**config.mk**
```make
export PLATFORM = sky130hd
export DESIGN_NAME = exc_ret_status
export DESIGN_NICKNAME = d
export VERILOG_FILES = /design/src/rtl/exc_ret_pkg.sv /design/src/rtl/exc_ret_decode.sv /design/src/rtl/exc_ret_pop.sv /design/src/rtl/exc_ret_flags.sv /design/src/rtl/exc_ret_stack.sv /design/src/rtl/exc_ret_status.sv
export SDC_FILE = /design/constraint.sdc
export NUM_CORES = 1
export LEC_CHECK = 0
export ABC_CLOCK_PERIOD_IN_PS = 1000
export BUFFER_PORTS_ARGS = -buffer_cell sky130_fd_sc_hd__buf_2
export CORE_MARGIN = 4
export CORE_UTILIZATION = 40
export CTS_BUF_LIST = sky130_fd_sc_hd__clkbuf_8
export CTS_CLUSTER_DIAMETER = 30
export DETAILED_ROUTE_END_ITERATION = 10
export PLACE_DENSITY = 0.76
export SLEW_MARGIN = 20
export SYNTH_ARGS = -nofsm -noshare
export SYNTH_HDL_FRONTEND = slang
export SYNTH_SLANG_ARGS = --single-unit
export TNS_END_PERCENT = 100
```
**constraint.sdc**
```tcl
create_clock -name clk -period 1 [get_ports clk]
set_clock_uncertainty 0.2 [all_clocks]
set_input_delay 0.05 -clock clk [delete_from_list [all_inputs] [get_ports clk]]
set_output_delay 0.05 -clock clk [all_outputs]
set_load 0.02 [all_outputs]
```
**src/rtl/exc_ret_pkg.sv**
```systemverilog
package exc_ret_pkg;

  localparam int unsigned ER_DW       = 32;
  localparam int unsigned ER_KEEP_TOP = 2;
  localparam int unsigned ER_DROP     = 2;
  localparam int unsigned ER_POP      = 10;
  localparam int unsigned ER_U_POS    = 6;
  localparam int unsigned ER_P_POS    = 7;
  localparam int unsigned ER_R_POS    = 8;
  localparam int unsigned ER_M_POS    = 30;

  typedef enum logic [1:0] {
    RET_NONE = 2'd0,
    RET_EXC  = 2'd1,
    RET_NMI  = 2'd2
  } ret_kind_e;

endpackage

```
**src/rtl/exc_ret_decode.sv**
```systemverilog
module exc_ret_decode
  import exc_ret_pkg::*;
(
  input  logic      exc_stb,
  input  logic      nmi_stb,
  output ret_kind_e kind
);

  // The non-maskable return wins when both strobes arrive together.
  always_comb begin
    if (nmi_stb)      kind = RET_NMI;
    else if (exc_stb) kind = RET_EXC;
    else              kind = RET_NONE;
  end

endmodule

```
**src/rtl/exc_ret_pop.sv**
```systemverilog
module exc_ret_pop #(
  parameter int unsigned DW       = 32,
  parameter int unsigned KEEP_TOP = 2,
  parameter int unsigned DROP     = 2,
  parameter int unsigned POP      = 10
) (
  input  logic [DW-1:0] word_in,
  output logic [DW-1:0] word_out
);

  localparam int unsigned TOP_LO = DW - KEEP_TOP;
  localparam int unsigned LOW_W  = DW - KEEP_TOP - DROP - POP;

  genvar gi;
  generate
    for (gi = 0; gi < DW; gi++) begin : g_bit
      if (gi >= TOP_LO) begin : g_keep
        assign word_out[gi] = word_in[gi];
      end else if (gi < LOW_W) begin : g_move
        assign word_out[gi] = word_in[gi + POP];
      end else begin : g_zero
        assign word_out[gi] = 1'b0;
      end
    end
  endgenerate

endmodule

```
**src/rtl/exc_ret_flags.sv**
```systemverilog
module exc_ret_flags
  import exc_ret_pkg::*;
#(
  parameter int unsigned DW    = 32,
  parameter int unsigned P_POS = 7,
  parameter int unsigned M_POS = 30
) (
  input  logic [DW-1:0] popped,
  input  logic          restart_before,
  input  ret_kind_e     kind,
  output logic [DW-1:0] fixed
);

  always_comb begin
    fixed = popped;
    if (!restart_before) fixed[P_POS] = 1'b1;
    if (kind == RET_NMI) fixed[M_POS] = 1'b1;
  end

endmodule

```
**src/rtl/exc_ret_stack.sv**
```systemverilog
module exc_ret_stack #(
  parameter int unsigned DW = 32
) (
  input  logic          to_user,
  input  logic [DW-1:0] sp_cur,
  input  logic [DW-1:0] usp_saved,
  output logic [DW-1:0] sp_next,
  output logic [DW-1:0] ksp_next,
  output logic          ksp_we
);

  always_comb begin
    if (to_user) begin
      sp_next  = usp_saved;
      ksp_next = sp_cur;
      ksp_we   = 1'b1;
    end else begin
      sp_next  = sp_cur;
      ksp_next = sp_cur;
      ksp_we   = 1'b0;
    end
  end

endmodule

```
**src/rtl/exc_ret_status.sv**
```systemverilog
module exc_ret_status
  import exc_ret_pkg::*;
#(
  parameter int unsigned DW       = ER_DW,
  parameter int unsigned KEEP_TOP = ER_KEEP_TOP,
  parameter int unsigned DROP     = ER_DROP,
  parameter int unsigned POP      = ER_POP,
  parameter int unsigned U_POS    = ER_U_POS,
  parameter int unsigned P_POS    = ER_P_POS,
  parameter int unsigned R_POS    = ER_R_POS,
  parameter int unsigned M_POS    = ER_M_POS
) (
  input  logic          clk,
  input  logic          rst_n,
  input  logic          ret_exc_i,
  input  logic          ret_nmi_i,
  input  logic [DW-1:0] stat_i,
  input  logic [DW-1:0] sp_i,
  input  logic [DW-1:0] usp_i,
  output logic [DW-1:0] stat_o,
  output logic [DW-1:0] sp_o,
  output logic [DW-1:0] ksp_o
);

  ret_kind_e     kind;
  logic [DW-1:0] popped;
  logic [DW-1:0] fixed;
  logic [DW-1:0] sp_calc;
  logic [DW-1:0] ksp_calc;
  logic          ksp_we;
  logic          upd_en;

  logic [DW-1:0] stat_q, stat_d;
  logic [DW-1:0] sp_q,   sp_d;
  logic [DW-1:0] ksp_q,  ksp_d;

  exc_ret_decode u_dec (
    .exc_stb (ret_exc_i),
    .nmi_stb (ret_nmi_i),
    .kind    (kind)
  );

  exc_ret_pop #(
    .DW       (DW),
    .KEEP_TOP (KEEP_TOP),
    .DROP     (DROP),
    .POP      (POP)
  ) u_pop (
    .word_in  (stat_i),
    .word_out (popped)
  );

  exc_ret_flags #(
    .DW    (DW),
    .P_POS (P_POS),
    .M_POS (M_POS)
  ) u_flags (
    .popped         (popped),
    .restart_before (stat_i[R_POS]),
    .kind           (kind),
    .fixed          (fixed)
  );

  exc_ret_stack #(
    .DW (DW)
  ) u_stack (
    .to_user   (popped[U_POS]),
    .sp_cur    (sp_i),
    .usp_saved (usp_i),
    .sp_next   (sp_calc),
    .ksp_next  (ksp_calc),
    .ksp_we    (ksp_we)
  );

  assign upd_en = (kind != RET_NONE);

  // Next-state selection with explicit enables.
  always_comb begin
    stat_d = stat_q;
    sp_d   = sp_q;
    ksp_d  = ksp_q;
    if (upd_en) begin
      stat_d = fixed;
      sp_d   = sp_calc;
      if (ksp_we) ksp_d = ksp_calc;
    end
  end

  always_ff @(posedge clk or negedge rst_n) begin
    if (!rst_n) begin
      stat_q <= '0;
      sp_q   <= '0;
      ksp_q  <= '0;
    end else begin
      stat_q <= stat_d;
      sp_q   <= sp_d;
      ksp_q  <= ksp_d;
    end
  end

  assign stat_o = stat_q;
  assign sp_o   = sp_q;
  assign ksp_o  = ksp_q;

endmodule

```
Word-level counts from Yosys, hierarchy flattened
Cells that the tools add are included.
{"block": "op_classes", "n_addsub": 0, "multipliers": 0, "n_div": 0, "magnitude_cmp": 0, "n_eq_ne": 1, "n_shift": 0, "mux": 6, "bitwise": 0, "n_reduce_logical": 2}
{"op": "two-way mux 32 bit", "count": 1}
{"op": "two-way mux 1 bit", "count": 4}
{"op": "== test 2 bit, second input constant", "count": 1}
{"op": "two-way mux 2 bit", "count": 1}
{"op": "AND reduction 2 bit", "count": 1}
{"op": "nonzero test 2 bit", "count": 1}
{"block": "totals", "register_bits": 84, "latchBits": 0, "mem_bits_rw": 0, "romBits": 0, "output_inout_bits": 96, "elab_cells": 12, "mem_count": 0}

Depth between registers and ports, before layout
Gate-level depths: netlist (run 1).
{"block": "depth", "ltp_word": 4, "depth_mapped": 6, "depth_no_buf": 2}

Modules after synthesis
A second synthesis (run 1) with hierarchy kept.
{"block": "unflattened", "cells_unflattened": 340, "hier_area_um2": 4882.2}
{"mod": "exc_ret_status", "instances": 1, "cells_per_inst": 203, "area_each_um2": 3582.2}
{"mod": "exc_ret_stack", "instances": 1, "cells_per_inst": 69, "area_each_um2": 792.0}
{"mod": "exc_ret_pop", "instances": 1, "cells_per_inst": 33, "area_each_um2": 244.0}
{"mod": "exc_ret_flags", "instances": 1, "cells_per_inst": 33, "area_each_um2": 242.7}
{"mod": "exc_ret_decode", "instances": 1, "cells_per_inst": 2, "area_each_um2": 21.3}

Worst setup path before layout (run 1)
Ideal clock, no wire load.
{"block": "synth_timing", "kind": "input-to-reg", "from": "in ret_nmi_i", "to": "reg stat_q[10], in the netlist stat_o[10]", "arrival_ns": 0.969, "path_slack_ns": -0.294, "cell_stages": 5, "n_path_buf": 3, "cell_sequence": "buf_2 -> or2_1 -> buf_6 -> buf_6 -> mux2_4"}
{"block": "synth_between", "elab_chain_len": 2}
{"item": "start: declaration", "line": "exc_ret_status.sv:16", "rtl": "input logic ret_nmi_i,"}
{"item": "two-way mux 2 bit", "line": "exc_ret_decode.sv:11", "rtl": "if (nmi_stb) kind = RET_NMI;"}
{"item": "nonzero test 2 bit", "line": "exc_ret_status.sv:75", "rtl": "assign upd_en = (kind != RET_NONE);"}
{"item": "end signal: assignment", "line": "exc_ret_status.sv:95", "rtl": "stat_q <= stat_d;"}
{"item": "end: declaration", "line": "exc_ret_status.sv:33", "rtl": "logic [DW-1:0] stat_q, stat_d;"}
Every way passes these cells.
A chain may end at the register's enable or synchronous reset.

Worst setup path in the final report (run 1)
{"block": "layout_timing", "from": "reg ksp_q[13], in the netlist ksp_o[13]", "to": "out ksp_o[13]"}
{"item": "start: declaration", "line": "exc_ret_status.sv:35", "rtl": "logic [DW-1:0] ksp_q, ksp_d;"}
{"item": "start signal: assignment", "line": "exc_ret_status.sv:97", "rtl": "ksp_q <= ksp_d;"}
{"item": "end: declaration", "line": "exc_ret_status.sv:22", "rtl": "output logic [DW-1:0] ksp_o"}
No word-level cell between the ends.

==> results of run 1 <==
-- through the flow --
step                TNS (ns)  area, um2  utilization [%]
CTS                   -13.54       6390             72.6
global placement      -20.72       4620             52.5
global route          -18.69       6770             76.8
detailed placement    -21.75       4620             52.5
finish                -14.18       6770             76.9
floorplan             -16.59       3690                -
-- path summary, 6_finish.rpt --
check / startpoint / to / slack, ns / depth (start not counted)
setup / recovery: ksp_o[13] / ksp_o[13] / -0.26 / 2
hold / removal: ret_nmi_i / stat_o[6] / 0.0009 / 4
setup reg to reg: stat_o[16] / stat_o[16] / -0.12 / 2
hold reg to reg: ksp_o[2] / ksp_o[2] / 0.34 / 1
max in group asynchronous: rst_n / sp_o[25] / 0.32 / 3
min in group asynchronous: rst_n / sp_o[8] / 0.05 / 3
-- power breakdown --
group	internal, uW	switching [uW]	total [uW]
Sequential	3770	322	4090
Combinational	1730	1400	3130
Clock	1460	1210	2670
Total	6950	2940	9890
-- layout make-up --
type | count | area, um2
well taps | 108 | 135
multi-input cells | 164 | 1610
inverters | 2 | 7.51
clock buffers | 10 | 138
fillers | 502 | 2040
repair buffers | 301 | 2700
clock inverters | 6 | 80.1
flip-flops and latches | 84 | 2100
diodes | 1 | 2.50
-- cells in the mapped netlist --
cell type	count
dfrtp_1	84
conb_1	1
buf_4	15
inv_1	2
buf_6	7
clkbuf_1	5
nor2b_1	1
nor3_1	33
a21oi_1	32
a211o_1	1
buf_1	1
o21ai_2	1
mux2_2	36
or2_1	1
mux2_4	13
a31oi_1	1
o21ai_0	1
buf_2	5
mux2i_1	32
-- flip-flops by register name, summed over array words and instances, names as in the netlist --
register / count
ksp_o: 32
sp_o: 32
stat_o: 20
-- what timing repair did --
action / CTS / global route
setup endpoints to repair: 85 / 127
resized for setup: 182 / 60
endpoints found under the hold margin: 168 / 1
buffers inserted: 15 / 14
-- kinds of logic (layout without fill, tap and decap cells) --
logic type      after synthesis  count (layout)  share of synthesized area, %
flops                        84              84                          57.8
mux                          81              81                          25.3
compound gates               36              36                          5.19
simple gates                 35              35                          4.88
buf+inv                      35             319                          6.77
other cells                   1              13                         0.103
-- metal layers --
metal,global-route usage [%],wire (um),vias up
met4,12.6,473,0
met3,6.71,878,45
met5,0,0,-
met1,25.4,5070,1715
met2,42.5,7180,162
li1,-,-,1520
-- critical path, delay by kind of cell, from the launching register on --
| family | cells | cell delay (ns) |
|---|---|---|
| flip-flops | 1 | 0.43 |
| buffers and inverters | 2 | 0.25 |
==> qor.yml, run 1 <==
dieArea_um2: 10700
crit_path_cell_trace: "buf_6 > buf_6"
dr.pass1.iters: 4
grt_max_degree: 44
synthTopCellsByArea: "dfrtp_1, mux2_2, mux2i_1"
drc: 0
clockBufferDepth: 2
maxCapViolCount: 0
ys_types: 19
synth-seq-area-share_pct: 57.8
area.growth.synth_to_final_pct: 85.9
leakage_uw: 0.00325
yosys_warnings: 0
slew_violations: 0
outcome: "complete, but fails checks"
slew_headroom_pct: 55.5
tightest_slew_ns: 0.667
yosys.area.top_type_share_pct: 57.8
avgSynthCellArea_um2: 13.4
cpPeakStageDelay_ns: 0.43
grt_pass1_vias: 3783
vdd_drop_max_mv: 1.10
ant_nets: 0
portBuffers: 172
synth_top_area_cell: "dfrtp_1"
finalPower_uw: 9890
fin_crit_ns: 1.26
num_io_pins: 196
hold_buffers: 85
h-tree-depth: 3
globalRouteOverflowTotal: 0
grt_first_pass_wirelength_um: 19200
hold_violations: 0
final_cells: 676
worstSetupPathType: "reg2out"
drive_gt1_share_pct: 55.2
critical-path-slowest-cell: "dfrtp_1"
vias: 3442
rsz0062_at_grt: "true"
die_width_um: 103
routed_wirelength_um: 13600
dp_hpwl_um: 6870
nets: 662
holdWs_ns: 0.000857
end_kind: "primary output"
ys_ff_latch: 84
layout_common_cells: "buf_6, buf_2, dlygate4sd3_1"
clkLatencyLatePin_ns: 0.35
dp_slack_ns: -0.340
clockRootBuffer: "clkbuf_8"
coreArea_um2: 8810
violations: "negative setup slack"
post_drt_wl_per_cell_um: 20.1
drt_first_iter_violations: 87
mostFrequentLayoutCell: "buf_6"
place_congestion: 0.762
clk_pin_slew_ns: 0.08
start_kind: "register"
grt_usage_pct: 23.8
critPathRequiredTime_ns: 0.75
cts_buffers: 9
via_per_inst: 5.09
hold_path_class: "in2reg"
finalWorstSetupSlack_ns: -0.265
dieHeight_um: 103
cts_sinks: 84
synthCells: 272
fmax_ghz: 0.791
placedCellCount: 545
cp_common_cell: "buf_6"
setup_viol: 117
arrival_ns: 1.01
cts_tree: "built"
rows: 34
finalCritPeriodShare_pct: 126
synthesis.area_um2: 3640
start_util_pct: 41.3
p_per_area_nw_per_um2: 1460
crit_fanout: 2
grt_antenna_before_repair: 0
(Power assumes the default switching activity.)
==> run 2, diff against run 1 <==
- CORE_ASPECT_RATIO: default -> 1.1
- REMOVE_ABC_BUFFERS: default -> 1
- TNS_END_PERCENT: 100 -> default
==> qor.yml, run 2 (same netlist as run 1, synthesis figures left out) <==
grt_max_degree: 46  # +4.5%
dieHeight_um: 108  # +4.5%
clkLatencyLatePin_ns: 0.35  # about the same
clockRootBuffer: "clkbuf_8"
cts_tree: "built"
cpPeakStageDelay_ns: 0.39  # -0.04 ns
clockBufferDepth: 2  # unchanged
final_cells: 685  # +1.3%
rr_startpoint: "ksp_o[15]"
drc: 0  # unchanged
slew_violations: 0  # unchanged
cts_buffers: 9  # unchanged
finalCritPeriodShare_pct: 121  # -5.1 points
grt_antenna_before_repair: 0  # unchanged
hold_path_class: "in2reg"
crit_path_cell_trace: "buf_6 > buf_6"
grt_usage_pct: 23.3  # -0.55 points
start_kind: "register"
p_per_area_nw_per_um2: 1400  # -4.4%
dp_hpwl_um: 6810  # -0.90%
fill_cells: 512  # +2.0%
rsz0062_at_grt: "true"
maxCapViolCount: 0  # unchanged
mostFrequentLayoutCell: "buf_6"
r2r_end: "ksp_o[15]"
finalWorstSetupSlack_ns: -0.214  # +0.0506 ns
cts_sinks: 84  # unchanged
setup_viol: 119  # +1.7%
clk_pin_slew_ns: 0.08  # about the same
drt_first_iter_violations: 102  # +17%
r2r_slack_ns: -0.12  # about the same
outcome: "complete, but fails checks"
critical-path-slowest-cell: "dfrtp_1"
placedCellCount: 551  # +1.1%
arrival_ns: 0.96  # -0.05 ns
ant_nets: 0  # unchanged
critPathRequiredTime_ns: 0.75  # about the same
grt_pass1_vias: 3699  # -2.2%
vdd_drop_max_mv: 0.856  # -22%
hold_violations: 0  # unchanged
cp_common_cell: "buf_6"
die_width_um: 99.0  # -4.3%
seq_area_um2: 2100  # unchanged
worstHoldStart: "ret_nmi_i"
multi_input_area_um2: 1600  # -0.23%
via_per_inst: 4.93  # -3.1%
h-tree-depth: 3  # unchanged
globalRouteOverflowTotal: 0  # unchanged
fin_crit_ns: 1.21  # -0.0506 ns
fmax_ghz: 0.824  # +4.2%
holdWs_ns: 0.0131  # +0.0122 ns
whs_path_depth: 4  # unchanged
layout_common_cells: "buf_6, buf_2, dlygate4sd3_1"
worstSetupPathType: "reg2out"
rr_worst_depth: 2  # unchanged
grt_first_pass_wirelength_um: 19300  # +0.46%
portBuffers: 172  # unchanged
coreArea_um2: 8870  # +0.77%
start_util_pct: 41.0  # -0.31 points
min_to: "stat_o[6]"
rows: 36  # +5.9%
area.growth.synth_to_final_pct: 86.0  # about the same
crit_fanout: 2  # unchanged
post_drt_wl_per_cell_um: 19.7  # -1.9%
vias: 3380  # -1.8%
num_io_pins: 196  # unchanged
leakage_uw: 0.00327  # +0.50%
end_kind: "primary output"
dieArea_um2: 10700  # about the same
place_congestion: 0.767  # +0.71%
drive_gt1_share_pct: 55.3  # +0.060 points
violations: "negative setup slack"
dr.pass1.iters: 4  # unchanged
nets: 665  # +0.45%
routed_wirelength_um: 13500  # -0.60%
-- run 2: changes by cell type in the layout (fill, tap and decap cells not counted), moves of 2 or more --
| cell | previous run | this run |
|---|---|---|
| nor3_1 | 13 | 9 |
| clkbuf_8 | 10 | 12 |
| buf_6 | 101 | 96 |
| mux2i_2 | 3 | 0 |
| bufinv_16 | 2 | 0 |
| mux2i_1 | 29 | 32 |
| nor3_2 | 9 | 14 |
| buf_4 | 23 | 30 |
-- run 2: critical path, delay by kind of cell, from the launching register on --
| family | cells | cell delay, ns |
|---|---|---|
| buf+inv | 2 | 0.24 |
| flops | 1 | 0.39 |
-- run 2: how the worst max path moves through the flow --
stage	startpoint	to	slack (ns)	depth (start not counted)
floorplan	ret_nmi_i	stat_o[0]	-0.90	2
global placement	ret_exc_i	stat_o[5]	-0.36	4
detailed placement	ret_exc_i	stat_o[17]	-0.37	4
CTS	stat_o[30]	stat_o[30]	-0.24	2
global route	stat_o[30]	stat_o[30]	-0.26	2
finish	stat_o[30]	stat_o[30]	-0.21	2
-- run 2: timing repair --
item,CTS,global route
cloned,0,1
hold buffers,85,0
setup endpoints to repair,85,130
endpoints found under the hold margin,168,0
resized for setup,184,52
pin swaps,1,1
buffers inserted,16,17
-- run 2: per-stage QoR --
stage | cell area [um2] | setup slack, ns | total power (uW) | setup TNS (ns) | utilization, %
6_report | 6770 | -0.214 | 9460 | -13.52 | 76.3
5_1_grt | 6770 | -0.264 | 9860 | -17.53 | 76.3
4_1_cts | 6390 | -0.236 | 9090 | -13.07 | 72.0
3_5_place_dp | 4640 | -0.371 | 5980 | -20.02 | 52.3
3_3_place_gp | 4640 | -0.359 | 5920 | -18.50 | 52.3
2_1_floorplan | 3440 | -0.898 | 5030 | -58.51 | -
-- run 2: final cells by class --
type                            count  share of cell area (%)
Antenna cell                        1                  0.0370
Clock buffer                       12                    2.44
Clock inverter                      4                   0.240
Inverter                            2                   0.111
Multi-Input combinational cell    164                    23.7
Sequential cell                    84                    31.0
Tap cell                          114                    2.11
Timing Repair Buffer              304                    40.4
-- run 2: power by group --
part	internal (uW)	leakage (uW)	switching, uW
Combinational	1740	0.00219	1410
Sequential	3770	0.000969	317
Clock	1080	0.000106	1150
-- run 2: metal layers --
metal | wire length [um] | part of all wire, % | global-route usage (%)
met1 | 4860 | 36 | 24.7
met4 | 590 | 4.4 | 10.6
met2 | 7300 | 54 | 43.8
met3 | 754 | 5.6 | 5.03
met5 | 0 | 0 | 0
